### config.mk
export PLATFORM = sky130hd
export DESIGN_NAME = insn_addr_seq
export DESIGN_NICKNAME = d
export VERILOG_FILES = /design/src/rtl/insn_addr_pkg.sv /design/src/rtl/pc_next_sel.sv /design/src/rtl/ret_stack.sv /design/src/rtl/fetch_guard.sv /design/src/rtl/insn_addr_seq.sv
export SDC_FILE = /design/constraint.sdc
export NUM_CORES = 1
export LEC_CHECK = 0
export ABC_AREA = 1
export BUFFER_PORTS_ARGS = -buffer_cell sky130_fd_sc_hd__buf_2
export CORE_ASPECT_RATIO = 0.9
export CORE_MARGIN = 3
export CORE_UTILIZATION = 40
export DETAILED_ROUTE_END_ITERATION = 8
export PLACE_DENSITY = 0.63
export REMOVE_ABC_BUFFERS = 1
export SLEW_MARGIN = 20
export SYNTH_ARGS = -nofsm -noshare
export SYNTH_HDL_FRONTEND = slang
export SYNTH_SLANG_ARGS = --single-unit
### constraint.sdc
create_clock -name clk -period 2.9 [get_ports clk]
set_clock_uncertainty 0.1 [all_clocks]
set_input_delay 0.58 -clock clk [delete_from_list [all_inputs] [get_ports clk]]
set_output_delay 0.58 -clock clk [all_outputs]
set_load 0.005 [all_outputs]
### src/rtl/insn_addr_pkg.sv
package insn_addr_pkg;
    localparam int PC_W     = 12;
    localparam int LOG_W    = 11;
    localparam int PHYS_W   = 10;
    localparam int TGT_W    = 9;
    localparam int CALL_W   = 8;
    localparam int PAGE_BIT = 9;
    localparam int STK_LVLS = 2;

    typedef logic [PC_W-1:0]   pc_t;
    typedef logic [PHYS_W-1:0] phys_t;
    typedef logic [TGT_W-1:0]  tgt_t;

    localparam pc_t   LOG_MASK = pc_t'((1 << LOG_W) - 1);
    localparam phys_t CAL_ADDR = '1;

    typedef enum logic [2:0] {
        SEL_HOLD,
        SEL_STEP,
        SEL_JUMP,
        SEL_CALL,
        SEL_RET
    } pc_sel_e;

    typedef struct packed {
        logic step;
        logic jump;
        logic call;
        logic ret;
    } strobe_t;

    function automatic pc_t wrap_inc(input pc_t v);
        return (v + pc_t'(1)) & LOG_MASK;
    endfunction

    function automatic pc_t jump_dest(input logic page, input tgt_t t);
        pc_t r;
        r = '0;
        r[TGT_W-1:0] = t;
        r[PAGE_BIT]  = page;
        return r;
    endfunction

    function automatic pc_t call_dest(input logic page, input tgt_t t);
        pc_t r;
        r = '0;
        r[CALL_W-1:0] = t[CALL_W-1:0];
        r[PAGE_BIT]   = page;
        return r;
    endfunction
endpackage

### src/rtl/pc_next_sel.sv
module pc_next_sel
    import insn_addr_pkg::*;
(
    input  strobe_t strb,
    input  pc_t     pc,
    input  logic    page,
    input  tgt_t    target,
    input  pc_t     stk_top,
    output pc_sel_e sel,
    output pc_t     nxt,
    output logic    push,
    output logic    pop,
    output pc_t     push_val
);
    always_comb begin
        if (strb.ret)       sel = SEL_RET;
        else if (strb.call) sel = SEL_CALL;
        else if (strb.jump) sel = SEL_JUMP;
        else if (strb.step) sel = SEL_STEP;
        else                sel = SEL_HOLD;
    end

    always_comb begin
        case (sel)
            SEL_RET:  nxt = stk_top;
            SEL_CALL: nxt = call_dest(page, target);
            SEL_JUMP: nxt = jump_dest(page, target);
            SEL_STEP: nxt = wrap_inc(pc);
            default:  nxt = pc;
        endcase
    end

    assign push     = (sel == SEL_CALL);
    assign pop      = (sel == SEL_RET);
    assign push_val = wrap_inc(pc);
endmodule

### src/rtl/ret_stack.sv
module ret_stack
    import insn_addr_pkg::*;
#(
    parameter int LVLS = STK_LVLS
) (
    input  logic clk,
    input  logic rst,
    input  logic push,
    input  logic pop,
    input  pc_t  push_val,
    output pc_t  top
);
    pc_t lvl [LVLS];

    for (genvar i = 0; i < LVLS; i++) begin : g_lvl
        always_ff @(posedge clk) begin
            if (rst) begin
                lvl[i] <= '0;
            end else if (pop) begin
                if (i < LVLS - 1) lvl[i] <= lvl[(i < LVLS - 1) ? i + 1 : i];
            end else if (push) begin
                if (i == 0) lvl[i] <= push_val;
                else        lvl[i] <= lvl[(i > 0) ? i - 1 : 0];
            end
        end
    end

    assign top = lvl[0];

    assert_push_load_R6: assert property (@(posedge clk) disable iff (rst)
        (push && !pop) |=> (lvl[0] == $past(push_val)));
    assert_push_shift_R7: assert property (@(posedge clk) disable iff (rst)
        (push && !pop) |=> (lvl[1] == $past(lvl[0])));
    assert_pop_keeps_bottom_R8: assert property (@(posedge clk) disable iff (rst)
        pop |=> $stable(lvl[LVLS-1]));
    assert_no_push_pop_R9: assert property (@(posedge clk) disable iff (rst)
        !(push && pop));
endmodule

### src/rtl/fetch_guard.sv
module fetch_guard
    import insn_addr_pkg::*;
(
    input  pc_t   pc,
    input  logic  wr_req,
    input  phys_t wr_addr,
    output phys_t fetch_addr,
    output logic  cal_hit,
    output logic  wr_grant
);
    assign fetch_addr = pc[PHYS_W-1:0];
    assign cal_hit    = (fetch_addr == CAL_ADDR);
    assign wr_grant   = wr_req && (wr_addr != CAL_ADDR);
endmodule

### src/rtl/insn_addr_seq.sv
module insn_addr_seq
    import insn_addr_pkg::*;
(
    input  logic              clk,
    input  logic              rst,
    input  logic              step_i,
    input  logic              jump_i,
    input  logic              call_i,
    input  logic              ret_i,
    input  logic [TGT_W-1:0]  target_i,
    input  logic              page_i,
    input  logic              wr_req_i,
    input  logic [PHYS_W-1:0] wr_addr_i,
    output logic [PC_W-1:0]   pc_o,
    output logic [PHYS_W-1:0] fetch_addr_o,
    output logic              cal_word_o,
    output logic              wr_grant_o
);
    pc_t     pc_q;
    pc_t     pc_nxt;
    pc_t     stk_top;
    pc_t     push_val;
    pc_sel_e sel;
    logic    push;
    logic    pop;
    strobe_t strb;

    assign strb = '{step: step_i, jump: jump_i, call: call_i, ret: ret_i};

    pc_next_sel u_sel (
        .strb     (strb),
        .pc       (pc_q),
        .page     (page_i),
        .target   (target_i),
        .stk_top  (stk_top),
        .sel      (sel),
        .nxt      (pc_nxt),
        .push     (push),
        .pop      (pop),
        .push_val (push_val)
    );

    ret_stack #(.LVLS(STK_LVLS)) u_stk (
        .clk      (clk),
        .rst      (rst),
        .push     (push),
        .pop      (pop),
        .push_val (push_val),
        .top      (stk_top)
    );

    always_ff @(posedge clk) begin
        if (rst) pc_q <= '0;
        else     pc_q <= pc_nxt;
    end

    fetch_guard u_guard (
        .pc         (pc_q),
        .wr_req     (wr_req_i),
        .wr_addr    (wr_addr_i),
        .fetch_addr (fetch_addr_o),
        .cal_hit    (cal_word_o),
        .wr_grant   (wr_grant_o)
    );

    assign pc_o = pc_q;

    assert_reset_vector_R1: assert property (@(posedge clk)
        rst |=> (pc_o == '0));
    assert_step_inc_R2: assert property (@(posedge clk) disable iff (rst)
        (step_i && !jump_i && !call_i && !ret_i) |=>
        (pc_o == (($past(pc_o) + pc_t'(1)) & LOG_MASK)));
    assert_top_bit_clear_R2: assert property (@(posedge clk) disable iff (rst)
        1'b1 |=> (pc_o[PC_W-1] == 1'b0));
    assert_ret_target_R8: assert property (@(posedge clk) disable iff (rst)
        ret_i |=> (pc_o == $past(stk_top)));
    assert_hold_R12: assert property (@(posedge clk) disable iff (rst)
        (!step_i && !jump_i && !call_i && !ret_i) |=> $stable(pc_o));
endmodule

# Yosys cells after proc, flatten, opt, wreduce, memory -nomap -nowiden
# Memories as Yosys holds them, arrays and structs flattened.
# Index checks and enable logic that the tools add are counted.
# word_totals
reg_bits	12
n_memories	1
output_inout_bits	24
mem_bits_rw	24
# memory_table
memory	depth	word_bits	rd	rd_clocked_by_memory_dff	write_ports	line_no	rtl
u_stk.lvl	2	12	2	0	2	ret_stack.sv:13	pc_t lvl [LVLS];
# classes
muxes	17
bitwise	3
n_eq_ne	6
n_addsub	1
reduce_logical	2
# op_table
op	n
$pmux W12 S4	1
$mux W12	3
$add A11 B1 Y11 const B	1
$eq A10 B10 Y1 const B	1
$mux W1	10
$ne A10 B10 Y1 const B	1
$mux W3	3
$eq A3 B2 Y1 const B	2
$reduce_bool A4 Y1	1
$eq A3 B1 Y1 const B	1
$eq A3 B3 Y1 const B	1
$or A1 B1 Y1	3
$logic_and A1 B1 Y1	1

# Logic depth before layout (Yosys ltp)
# depth
word_depth	10
mapped_depth	11

# By module
# Synthesis repeated with hierarchy kept, for this count alone.
# hier_totals
cells_unflattened	295
area_unflattened_um2	2252.2
# modules_own_cells
mod	cells_each	area_each_um2	n_inst	seq_area_each_um2
ret_stack	96	1088.5	1	720.7
pc_next_sel	137	675.6	1	0.0
insn_addr_seq	37	341.6	1	240.2
fetch_guard	25	146.4	1	0.0

# Worst setup path after synthesis
# Ideal clock, no wire load.
# synth_path
kind	input port to flip-flop
start	in ret_i
end	mem u_stk.lvl[1][0] (netlist name) (enable)
setup_slack_ns	0.629
arrival_ns	1.773
setup_time_ns	0.398
stages	4
n_path_buf	1
path_cell_list	buf_6 inv_8 o21ai_4 o21ai_0
# synth_lines
item	line_no	rtl
start, declared	insn_addr_seq.sv:9	input logic ret_i,
end, declared	ret_stack.sv:13	

# Worst setup path after layout
# layout_path
start	reg pc_q[1], in the netlist pc_o[1]
end	out cal_word_o
# layout_between
elab_chain_cells	1
# layout_lines
item	line_no	rtl
start, declared	insn_addr_seq.sv:19	pc_t pc_q;
start signal, assigned	insn_addr_seq.sv:54	else pc_q <= pc_nxt;
$eq A10 B10 Y1	fetch_guard.sv:12	assign cal_hit = (fetch_addr == CAL_ADDR);
end, declared	insn_addr_seq.sv:16	output logic cal_word_o,
# No other way between the ends.

==> results.ini <==
[final_layout]
nets=315
final_common_cell=buf_2
area_growth_pct=14.53
fillers=479
final_core_util_pct=48.16
drive_above_1_share_pct=27.78
finalNonFillerCells=353
antenna_cells=0
layout_common_cells=buf_2, nand2_1, inv_1

[logic_synthesis]
ys_warn_count=0
synth_ff_type=edfxtp_1
ys_ff_latch=36
syn_area_per_cell_um2=8.367
synth_async_sr_flop_share_pct=0
syn_inst=246
yosys.cell_types.count=38
yosysSeqAreaShare_pct=46.69
synth_edf_count=24
syn_area_um2=2058

[floorplanning]
die_area_um2=6043
die_w_um=81.61
core_um2=4895
initial_core_util_pct=42.05
die_height_um=74.05
io_pins=51
rows=24

[critical_path]
crit_path_end_kind=primary output
cp-start-kind=register
crit_arrival_ps=1700
worst-path-max-fanout=6
r2r_cells=8
critPathKind=register to primary output
cp.required_ps=2220

[worst_hold_path]
hold_path_class=register to register
holdPathStages=2

[sta]
fin_ws_ps=520.2
hold_viol_final=0
slew_viol_final=0
worstMarginPinSlew_ps=412.9
slew_headroom_pct=72.47
period_share_pct=82.06
setup_tns_ps=0
fmax_mhz=420.2
period_needed_ps=2380
final-setup-viol-count=0
rsz0062_at_grt=false

[clock_network]
root_buffer=clkbuf_8
postCtsSetupBuffers=0
cts_sinks=36
cts_buffers=5
cts_resized=0
clk_pin_slew_ps=70
cts-htree-levels=2
hold_buffers=0
clk_latency_ps=290
cts_buffer_depth=2
cts_tree=done

[power]
power_density_nw_per_um2=478.3
internal_power_w=0.0008140
sw_frac_of_total_pct=27.80
power.switching_w=0.0003135
p_clk_share_pct=30.9
leakage_nw=1.047
p_seq_share_pct=53.8
p_comb_share_pct=15.3
vdd_drop_max_mv=0.3127

[placement]
dp_slack_ps=688.7
gp_congestion=0.8870
io_buffers=50
dp.cells=345
dp_hpwl_um=3697

[detailed_routing]
finalWirelength_um=4947
ant_nets=0
drtIter0Drc=152
post_drt_wl_per_cell_um=14.01
via_per_inst=4.958
drc=0
vias=1750
first_pass_iters=4

[global_routing]
grt_max_degree=25
grt_pass1_wl_um=7734
overflow=0
grt_usage_pct=17.38
grt_pass1_vias=1556
antenna_found_initial=0

[status]
status=complete, no violations

[job]
timing.max_cap.violations=0

cells in the mapped netlist, types with 2 or more instances:
cell type  count  area [µm²]
nand2_1       47       176.4
nand2_2        3       18.77
nor2_1        20       75.07
nand4_1        7       43.79
edfxtp_1      24       720.7
nand3_2        2       20.02
dfxtp_1       12       240.2
o21ai_0       20       100.1
nand3_1       21       105.1
buf_2          6       30.03
inv_2          4       15.01
inv_1         30       112.6
buf_4         10       75.07
nor2_4         2       22.52
buf_6          2       22.52
o21ai_1        5       25.02
a31oi_1        2       12.51
a21oi_2        2       17.52
a21oi_1        8       40.04
logic make-up (layout without fill, tap and decap cells):
| logic type | count (synthesis) | in the layout | synth area share, % |
|---|---|---|---|
| XOR/XNOR | 2 | 2 | 0.8512 |
| buffers and inverters | 56 | 98 | 14.16 |
| flip-flops | 36 | 36 | 46.69 |
| AND/OR/NAND/NOR | 108 | 108 | 25.17 |
| adder cells (fa/ha/maj) | 1 | 1 | 0.6078 |
| AO/OA/AOI/OAI | 43 | 43 | 12.52 |
sequential cells by signal (all words and copies together), names as in the netlist:
name and flops:
pc_o 12, u_stk.lvl 24
layout make-up:
class | instances | area [µm²] | area share (%)
timing repair buffer | 54 | 280.3 | 11.89
inverter | 36 | 145.1 | 6.157
clock inverter | 2 | 11.26 | 0.4777
tap | 65 | 81.33 | 3.450
sequential | 36 | 960.9 | 40.76
multi-input combinational | 154 | 805.8 | 34.18
clock buffer | 6 | 72.57 | 3.079
worst max-delay path, stage by stage (launching register included):
cell and delay (ps):
dfxtp_1 460, ha_1 280, nand4_1 200, nor2_1 140, nand3_1 130, inv_1 100
buf_2 110
per-stage QoR:
| step | total power [W] | instance area (µm²) | hold WS (ps) |
|---|---|---|---|
| after floorplan | 0.0007040 | 1912 | 350.1 |
| after global placement | 0.0007895 | 2273 | 350.6 |
| after detailed placement | 0.0007895 | 2273 | 357.0 |
| after CTS | 0.001136 | 2357 | 368.3 |
| after global routing | 0.001182 | 2357 | 380.5 |
| final | 0.001128 | 2357 | 362.2 |
routing by layer:
layer | share of wire (%) | up-vias | wire length, µm | GRT usage (%)
li1 | - | 887 | - | -
met1 | 48 | 784 | 2368 | 25.29
met2 | 43 | 75 | 2103 | 25.05
met3 | 8.5 | 4 | 422 | 3.995
met4 | 1.1 | 0 | 52 | 6.827
met5 | 0 | - | 0 | 0
path summary, 6_finish.rpt:
kind                            startpoint                to  slack (ps)
worst max-delay path               pc_o[1]        cal_word_o         520
worst min register to register    pc_o[11]          pc_o[11]         360
worst max register to register     pc_o[1]  u_stk.lvl[0][10]        1040
worst min-delay path              pc_o[11]          pc_o[11]         360
power by group through the flow:
stage                     clock, W  combinational (W)  sequential, W
after floorplan                  0          0.0000861       0.000618
after global placement           0           0.000172       0.000617
after detailed placement         0           0.000172       0.000618
after CTS                 0.000358           0.000172       0.000606
after global routing      0.000376           0.000194       0.000612
final                     0.000349           0.000172       0.000606
Note: power is estimated with default switching activity, not from simulation.
